**src/rtl/fpe_pkg.sv**
```systemverilog
package fpe_pkg;

   typedef enum logic [2:0] {
      G_AND  = 3'd0,
      G_OR   = 3'd1,
      G_NAND = 3'd2,
      G_NOR  = 3'd3,
      G_XOR  = 3'd4,
      G_XNOR = 3'd5,
      G_NOT  = 3'd6,
      G_BUF  = 3'd7
   } gate_e;

   localparam logic [1:0] CODE_ZERO = 2'b00;
   localparam logic [1:0] CODE_ONE  = 2'b11;
   localparam logic [1:0] CODE_UNK  = 2'b10;

endpackage

```
**src/rtl/fpe_normalize.sv**
```systemverilog
module fpe_normalize #(
   parameter int LANES = 32,
   localparam int W = 2 * LANES
) (
   input  logic [W-1:0] raw,
   output logic [W-1:0] clean
);
   // Maps the unused code 01 onto X (10); legal codes pass unchanged.
   for (genvar i = 0; i < LANES; i++) begin : g_lane
      assign clean[2*i+1] = raw[2*i+1] | raw[2*i];
      assign clean[2*i]   = raw[2*i+1] & raw[2*i];
   end
endmodule

```
**src/rtl/fpe_gate_core.sv**
```systemverilog
module fpe_gate_core
   import fpe_pkg::*;
#(
   parameter int LANES = 32,
   localparam int W = 2 * LANES
) (
   input  gate_e        sel,
   input  logic [W-1:0] a,
   input  logic [W-1:0] b,
   output logic [W-1:0] y
);
   logic [LANES-1:0] ah, al, bh, bl, yh, yl;
   logic [LANES-1:0] and_h, and_l, or_h, or_l;
   logic [LANES-1:0] unk, par, xor_h, xor_l;

   for (genvar i = 0; i < LANES; i++) begin : g_split
      assign ah[i] = a[2*i+1];
      assign al[i] = a[2*i];
      assign bh[i] = b[2*i+1];
      assign bl[i] = b[2*i];
      assign y[2*i+1] = yh[i];
      assign y[2*i]   = yl[i];
   end

   // AND/OR on both planes are exact under the 00/11/10 code.
   assign and_h = ah & bh;
   assign and_l = al & bl;
   assign or_h  = ah | bh;
   assign or_l  = al | bl;

   // XOR: unknown if either lane is X, else parity of the low planes.
   assign unk   = (ah & ~al) | (bh & ~bl);
   assign par   = al ^ bl;
   assign xor_h = unk | par;
   assign xor_l = ~unk & par;

   // Inversion swaps and complements the planes, keeping X as 10.
   always_comb begin
      unique case (sel)
         G_AND:  begin yh = and_h;  yl = and_l;  end
         G_OR:   begin yh = or_h;   yl = or_l;   end
         G_NAND: begin yh = ~and_l; yl = ~and_h; end
         G_NOR:  begin yh = ~or_l;  yl = ~or_h;  end
         G_XOR:  begin yh = xor_h;  yl = xor_l;  end
         G_XNOR: begin yh = ~xor_l; yl = ~xor_h; end
         G_NOT:  begin yh = ~al;    yl = ~ah;    end
         default: begin yh = ah;    yl = al;     end
      endcase
   end
endmodule

```
**src/rtl/fpe_force.sv**
```systemverilog
module fpe_force #(
   parameter int LANES = 32,
   localparam int W = 2 * LANES
) (
   input  logic [W-1:0]     y_in,
   input  logic [LANES-1:0] lo_mask,
   input  logic [LANES-1:0] hi_mask,
   output logic [W-1:0]     y_out
);
   for (genvar i = 0; i < LANES; i++) begin : g_lane
      always_comb begin
         if (hi_mask[i])      y_out[2*i+1 -: 2] = 2'b11;
         else if (lo_mask[i]) y_out[2*i+1 -: 2] = 2'b00;
         else                 y_out[2*i+1 -: 2] = y_in[2*i+1 -: 2];
      end
   end
endmodule

```
**src/rtl/fpe_detect.sv**
```systemverilog
module fpe_detect #(
   parameter int LANES = 32,
   localparam int W = 2 * LANES
) (
   input  logic [W-1:0]     y,
   output logic [LANES-1:0] flag
);
   logic good_known;
   assign good_known = (y[1] == y[0]);

   for (genvar i = 0; i < LANES; i++) begin : g_lane
      if (i == 0) begin : g_ref
         assign flag[i] = 1'b0;
      end else begin : g_cmp
         assign flag[i] = good_known && (y[2*i+1] == y[2*i]) && (y[2*i] != y[0]);
      end
   end
endmodule

```
**src/rtl/fault_lane_eval.sv**
```systemverilog
module fault_lane_eval
   import fpe_pkg::*;
#(
   parameter int LANES = 32,
   localparam int W = 2 * LANES
) (
   input  logic             clk,
   input  logic             rst_n,
   input  logic             in_valid,
   input  logic [2:0]       gate_sel,
   input  logic [W-1:0]     a_word,
   input  logic [W-1:0]     b_word,
   input  logic [LANES-1:0] force_lo,
   input  logic [LANES-1:0] force_hi,
   output logic             out_valid,
   output logic [W-1:0]     result,
   output logic [LANES-1:0] detect
);
   if (LANES < 2 || LANES > 64) begin : g_bad_lanes
      $error("fault_lane_eval: LANES must lie in 2..64");
   end

   logic [W-1:0]     a_n, b_n, y_raw, y_forced;
   logic [LANES-1:0] det_c;

   fpe_normalize #(.LANES(LANES)) u_norm_a (.raw(a_word), .clean(a_n));
   fpe_normalize #(.LANES(LANES)) u_norm_b (.raw(b_word), .clean(b_n));

   fpe_gate_core #(.LANES(LANES)) u_core (
      .sel(gate_e'(gate_sel)), .a(a_n), .b(b_n), .y(y_raw));

   fpe_force #(.LANES(LANES)) u_force (
      .y_in(y_raw), .lo_mask(force_lo), .hi_mask(force_hi), .y_out(y_forced));

   fpe_detect #(.LANES(LANES)) u_det (.y(y_forced), .flag(det_c));

   always_ff @(posedge clk) begin
      if (!rst_n) begin
         out_valid <= 1'b0;
         result    <= '0;
         detect    <= '0;
      end else begin
         out_valid <= in_valid;
         if (in_valid) begin
            result <= y_forced;
            detect <= det_c;
         end
      end
   end

   p_valid_rise_r8: assert property (@(posedge clk) disable iff (!rst_n)
      in_valid |=> out_valid);
   p_valid_fall_r8: assert property (@(posedge clk) disable iff (!rst_n)
      !in_valid |=> !out_valid);
   p_hold_r8: assert property (@(posedge clk) disable iff (!rst_n)
      !in_valid |=> ($stable(result) && $stable(detect)));
   p_ref_lane_r7: assert property (@(posedge clk) disable iff (!rst_n)
      !detect[0]);

   for (genvar i = 0; i < LANES; i++) begin : g_chk
      p_legal_code_r1: assert property (@(posedge clk) disable iff (!rst_n)
         result[2*i+1 -: 2] != 2'b01);
      p_hi_wins_r6: assert property (@(posedge clk) disable iff (!rst_n)
         (in_valid && force_hi[i]) |=> (result[2*i+1 -: 2] == 2'b11));
      p_unk_quiet_r7: assert property (@(posedge clk) disable iff (!rst_n)
         (result[2*i+1 -: 2] == 2'b10) |-> !detect[i]);
   end
endmodule

```
**config.mk**
```make
export PLATFORM = sky130hd
export DESIGN_NAME = fault_lane_eval
export DESIGN_NICKNAME = d
export VERILOG_FILES = /design/src/rtl/fpe_pkg.sv /design/src/rtl/fpe_normalize.sv /design/src/rtl/fpe_gate_core.sv /design/src/rtl/fpe_force.sv /design/src/rtl/fpe_detect.sv /design/src/rtl/fault_lane_eval.sv
export SDC_FILE = /design/constraint.sdc
export NUM_CORES = 1
export LEC_CHECK = 0
export ABC_AREA = 0
export BUFFER_PORTS_ARGS = -buffer_cell sky130_fd_sc_hd__buf_2
export CAP_MARGIN = 40
export CORE_MARGIN = 4
export CORE_UTILIZATION = 50
export DETAILED_ROUTE_END_ITERATION = 8
export PLACE_DENSITY = 0.76
export RECOVER_POWER = 100
export SETUP_SLACK_MARGIN = 0.5
export SKIP_CTS_REPAIR_TIMING = 1
export SYNTH_ARGS = -nofsm -noshare
export SYNTH_HDL_FRONTEND = slang
export SYNTH_SLANG_ARGS = --single-unit
```
**constraint.sdc**
```tcl
create_clock -name clk -period 4.65 [get_ports clk]
set_clock_uncertainty 0.05 [all_clocks]
set_input_delay 0.2325 -clock clk [delete_from_list [all_inputs] [get_ports clk]]
set_output_delay 0.2325 -clock clk [all_outputs]
set_load 0.01 [all_outputs]
```
# Yosys cells after proc, flatten, opt, wreduce, memory -nomap -nowiden
# Cells that the tools add are included.
totals:
  register_bits: 96
classes:
  n_eq_ne: 69
  n_mux: 66
  reduce_logical: 63
  bitwise_logic: 148
op_table:
  columns: ["op", "n"]
  rows:
  - ["$pmux W32 S7", 2]
  - ["$not A32 Y32", 10]
  - ["$and A32 B32 Y32", 5]
  - ["$mux W2", 64]
  - ["$or A32 B32 Y32", 4]
  - ["$and A1 B1 Y1", 64]
  - ["$or A1 B1 Y1", 64]
  - ["$logic_and A1 B1 Y1", 62]
  - ["$eq A1 B1 Y1", 32]
  - ["$xor A32 B32 Y32", 1]
  - ["$ne A1 B1 Y1", 31]
  - ["$eq A3 B3 Y1 const B", 3]
  - ["$eq A3 B2 Y1 const B", 2]
  - ["$eq A3 B1 Y1 const B", 1]
  - ["$logic_not A3 Y1", 1]

# Logic depth before layout (Yosys ltp)
logic_depth:
  word_depth: 13
  mapped_depth: 11

# Hierarchy
# Synthesis repeated with hierarchy kept, for this count alone.
hier_totals:
  hier_cells: 1564
  area_unflattened_um2: 11636.2
modules_own_cells:
  columns: ["module", "n_inst", "area_each_um2", "seq_area_each_um2", "cells_per_inst"]
  rows:
  - ["fpe_gate_core", 1, 5693.0, 0.0, 925]
  - ["fault_lane_eval", 1, 3662.3, 1941.9, 311]
  - ["fpe_normalize", 2, 440.4, 0.0, 64]
  - ["fpe_detect", 1, 799.5, 0.0, 104]
  - ["fpe_force", 1, 600.6, 0.0, 96]

# Worst setup path before layout
# Ideal clock, no wire load.
synth_path:
  path_type: "input to register"
  from: "input port b_word[0]"
  to: "register detect[27]"
  required_time_ns: 4.529
  n_path_buf: 1
  setup_time_ns: 0.071
  stages: 10
  arrival_ns: 2.254
  setup_slack_ns: 2.275
  cell_sequence: "ha_1 -> ha_1 -> xor2_1 -> a22oi_1 -> or3b_1 -> a21oi_2 -> nand2_2 -> buf_6 -> or3_1 -> a21oi_1"
synth_via:
  elab_chain_len: 13
  word_cells_on_any_way: 27
synth_rtl:
  columns: ["item", "line", "rtl"]
  rows:
  - ["start: declaration", "fault_lane_eval.sv:12", "input logic [W-1:0] b_word,"]
  - ["$and A1 B1 Y1", "fpe_normalize.sv:11", "assign clean[2*i] = raw[2*i+1] & raw[2*i];"]
  - ["$not A32 Y32", "fpe_gate_core.sv:32", "assign unk = (ah & ~al) | (bh & ~bl);"]
  - ["$and A32 B32 Y32", "fpe_gate_core.sv:32", null]
  - ["$or A32 B32 Y32", "fpe_gate_core.sv:32", null]
  - ["$not A32 Y32", "fpe_gate_core.sv:35", "assign xor_l = ~unk & par;"]
  - ["$and A32 B32 Y32", "fpe_gate_core.sv:35", null]
  - ["$not A32 Y32", "fpe_gate_core.sv:45", "G_XNOR: begin yh = ~xor_l; yl = ~xor_h; end"]
  - ["$pmux W32 S7", "fpe_gate_core.sv:39", "unique case (sel)"]
  - ["$mux W2 *", "fpe_force.sv:13", "else if (lo_mask[i]) y_out[2*i+1 -: 2] = 2'b00;"]
  - ["$mux W2 *", "fpe_force.sv:12", "if (hi_mask[i]) y_out[2*i+1 -: 2] = 2'b11;"]
  - ["$eq A1 B1 Y1", "fpe_detect.sv:9", "assign good_known = (y[1] == y[0]);"]
  - ["$logic_and A1 B1 Y1", "fpe_detect.sv:15", "assign flag[i] = good_known && (y[2*i+1] == y[2*i]) && (y[2*i] != y[0]);"]
  - ["$logic_and A1 B1 Y1 *", "fpe_detect.sv:15", null]
  - ["end signal: assignment", "fault_lane_eval.sv:46", "detect <= det_c;"]
  - ["end: declaration", "fault_lane_eval.sv:17", "output logic [LANES-1:0] detect"]
# Mark *: on every way between the ends. The rest lies on a longest branch, timed or not.
# A chain may end at the register's enable or synchronous reset.

# Final worst setup path
layout_path:
  from: "input port gate_sel[2]"
  to: "register detect[7]"
layout_via:
  elab_chain_len: 7
  word_cells_on_any_way: 18
layout_rtl:
  columns: ["item", "line", "rtl"]
  rows:
  - ["start: declaration", "fault_lane_eval.sv:10", "input logic [2:0] gate_sel,"]
  - ["$eq A3 B3 Y1 (tied with other cells)", "fpe_gate_core.sv:39", null]
  - ["$pmux W32 S7", "fpe_gate_core.sv:39", null]
  - ["$mux W2", "fpe_force.sv:13", null]
  - ["$mux W2", "fpe_force.sv:12", null]
  - ["$eq A1 B1 Y1 (on tied branches)", "fpe_detect.sv:9, fpe_detect.sv:15", null]
  - ["$logic_and A1 B1 Y1", "fpe_detect.sv:15", null]
  - ["$logic_and A1 B1 Y1 *", "fpe_detect.sv:15", null]
# Marked as above.

==> summary.md <==
| Metric | Value |
|---|---|
| Post-synthesis async set-or-reset flop share | `0%` |
| Reg2reg setup slack | `3570 ps` |
| Highest fanout seen on the critical path | `81` |
| Setup repair after global routing missed its margin | `false` |
| Arrival @ worst endpoint | `4110 ps` |
| Via total after detailed routing | `12,840` |
| Gate count after technology mapping | `1,544` |
| Number of maximum-capacitance constraint violations | `3` |
| Biggest area contributors in the synthesized netlist | `sky130_fd_sc_hd__ha_1 21%, sky130_fd_sc_hd__dfxtp_1 17%, sky130_fd_sc_hd__nor2_1 6.3%, sky130_fd_sc_hd__a21oi_1 6.1%, sky130_fd_sc_hd__inv_1 4.9%` |
| Layout overhead on the synthesized area | `14.5%` |
| DRC violations left | `0` |
| Wire length of the first global-routing pass | `66.0 mm` |
| Row cnt | `55` |
| Post-Syn Area per Cell | `7.39 um2` |
| Critical Path Start | `gate_sel[2]` |
| HPWL after detailed placement | `32.7 mm` |
| Clock edge transition at the registers on the reported setup and hold paths | `70 ps` |
| Global Route Usage Sum | `31.9%` |
| Layout cells sized above 1 | `14.0%` |
| PnR Total Power | `2.75 mW` |
| Filler cell count | `2,172` |
| # placed instances | `2,046` |
| Critical Path End Type | `flop` |
| Post-synth net total | `1,934` |
| CP Buf/Inv Count | `1` |
| Syn. warnings | `0` |
| Standard cell core area | `0.0226 mm2` |
| Total cell area at the placement stage | `0.0129 mm2` |
| Utilization after layout | `57.9%` |
| Largest net degree at the start of global routing | `94` |
| Worst hold slack | `117 ps` |
| Yosys top cell by area | `sky130_fd_sc_hd__ha_1` |
| Die outline width | `159 um` |
| Area of the die | `0.0253 mm2` |
| Setup-failing EPs final | `0` |
| Critical Path Stages | `8` |
| Number of nets still failing antenna checks after routing | `0` |
| Number of cells on the worst reg-to-reg path | `4` |
| Max stage delay on crit path | `1170 ps` |
| Data required time of the worst path | `4880 ps` |
| Kind of path behind the tightest hold check | `primary input to flop` |
| Routed wire length per instance | `20.4 um` |
| Post-layout instance count excluding filler cells | `2,069` |
| Number of port buffers | `293` |
| Post-route design area | `0.0131 mm2` |
| Final hold violation count | `0` |
| Share of the synthesized area in the top cell type | `21.1%` |
| Number of pins with negative max-slew slack in the final report | `108` |
| Initial antenna violation count | `7` |
| Vias in the first global route | `12,367` |
| Cts bufs inserted | `9` |
| Clock root buffer | `sky130_fd_sc_hd__clkbuf_16` |
| Global route overflow | `0` |
| Clk Latency, worst-skew pair | `350 ps` |
| Share of synthesized area occupied by flip-flops and latches | `16.8%` |
| Worst-path cell chain | `buf_4, or2_0, nor3_1, or3b_1, a21oi_2, nand2_1, or3_1, a31oi_1` |
| Num Clock Sinks | `96` |
| Setup Crit Path Kind | `primary input to flop` |
| Most frequent cells in the layout | `193 x sky130_fd_sc_hd__buf_2, 192 x sky130_fd_sc_hd__ha_1, 191 x sky130_fd_sc_hd__nor2_1` |
| Main synth FF type | `sky130_fd_sc_hd__dfxtp_1` |
| Drt total wl | `42.3 mm` |
| Static leakage | `6.08 nW` |
| Power per Cell Area | `210 mW/mm2` |
| FF+latch count, synth | `96` |
| TritonRoute pass-1 iters | `6` |
| Worst setup path endpoint | `detect[7]$_SDFFE_PN0P_` |
| Floorplan die height | `159 um` |
| Initial Util | `50.6%` |
| CTS H-Tree Depth | `3` |
| Violation count after the first detailed-route iteration | `1,414` |
| Post-layout min period | `3880 ps` |
| Most common cell after layout, fill and taps aside | `sky130_fd_sc_hd__buf_2` |
| Max Root-Sink Buffers | `2` |
| Highest clock rate | `0.258 GHz` |
| Destination of the worst register-to-register timing path | `detect[31]$_SDFFE_PN0P_` |
| Transition time at the pin with the least slew margin | `1700 ps` |
| Worst-case headroom to the max-slew limit | `-13.0%` |
| Cell area after synthesis | `0.0114 mm2` |
| Number of distinct standard cells referenced by the synthesized netlist | `78` |
| Last weighted congestion value of the routability-driven placer | `0.991` |
| Worst voltage drop across the vdd grid | `0.179 mV` |
| Ratio of final minimum period to clock period | `83.4%` |
| Worst-case setup slack after placement | `1310 ps` |
| Clock tree from TritonCTS | `done` |
| Worst r2r src | `detect[31]$_SDFFE_PN0P_` |
| Master of the slowest instance on the critical path | `sky130_fd_sc_hd__or2_0` |
| Post-synth EDFFs | `0` |
| Net total in the final layout | `2,162` |
| Top-Level Pins | `295` |
| Violations in the final reports | `max-capacitance violations, max-slew violations` |
| Worst setup SP type | `primary input` |
| Vias per cell | `6.21` |
| Result of the run | `finished, violations left` |
| Cell type group with the largest total delay on the critical path | `simple AND/OR/NAND/NOR gates` |
| Final total negative setup slack | `0 ps` |
| Post-route setup slack | `774 ps` |
[registers in the layout, summed over array words and instances, names as in the netlist]
signal / count
detect: 31
out_valid: 1
result: 64
[kinds of logic after synthesis]
logic type,share of synthesized area [%]
muxes,1.17
buffers and inverters,9.62
AOI/OAI and AO/OA,30.3
xor gates and xnor gates,2.00
other,0.0329
and+or+nand+nor,18.5
DFF,16.8
adders and majority gates,21.6
[cell type report]
| type | instances | area (um2) | share of cell area (%) |
|---|---|---|---|
| Multi-Input combinational cell | 1195 | 8380 | 64.1 |
| Sequential cell | 96 | 1920 | 14.7 |
| Timing Repair Buffer | 317 | 1520 | 11.7 |
| Inverter | 153 | 574 | 4.39 |
| Tap cell | 285 | 357 | 2.73 |
| Clock buffer | 9 | 225 | 1.72 |
| Clock inverter | 7 | 67.6 | 0.517 |
| Antenna cell | 7 | 17.5 | 0.134 |
[where the power goes]
part / leakage (nW) / total (mW) / switching, mW / internal [mW]
logic: 5.13 / 1.07 / 0.668 / 0.406
clock network: 0.150 / 0.747 / 0.330 / 0.417
registers: 0.794 / 0.925 / 0.0402 / 0.884
[cells in the mapped netlist, types with 25 or more instances]
cell type / count
sky130_fd_sc_hd__nand2_1: 50
sky130_fd_sc_hd__nor2_1: 191
sky130_fd_sc_hd__dfxtp_1: 96
sky130_fd_sc_hd__a211oi_1: 50
sky130_fd_sc_hd__a21oi_1: 140
sky130_fd_sc_hd__inv_1: 150
sky130_fd_sc_hd__buf_2: 27
sky130_fd_sc_hd__nor2b_1: 34
sky130_fd_sc_hd__clkbuf_1: 49
sky130_fd_sc_hd__a31oi_1: 25
sky130_fd_sc_hd__a221oi_1: 28
sky130_fd_sc_hd__o21ai_0: 110
sky130_fd_sc_hd__nor3_1: 35
sky130_fd_sc_hd__ha_1: 192
[layer usage]
metal	up-vias	wire length (um)	GRT usage [%]
met5	-	0	0
met3	149	3880	6.39
li1	6040	-	-
met4	0	2870	19.1
met1	5931	16500	39.2
met2	720	19100	51.5
[tightest hold or removal path, delay by kind of cell]
kind | cells | cell delay (ps)
buffers and inverters | 2 | 170
AOI/OAI and AO/OA | 1 | 70
[worst min path at each step]
stage,cells after the start,slack (ps),to,from
floorplan,2,330,result[61]$_SDFFE_PN0P_,force_hi[30]
global placement,2,420,result[43]$_SDFFE_PN0P_,result[43]$_SDFFE_PN0P_
detailed placement,1,420,result[34]$_SDFFE_PN0P_,result[34]$_SDFFE_PN0P_
CTS,3,120,result[11]$_SDFFE_PN0P_,force_hi[5]
global route,3,140,result[5]$_SDFFE_PN0P_,force_hi[2]
finish,3,120,result[11]$_SDFFE_PN0P_,force_hi[5]
Power figures use the tool's default switching activity.
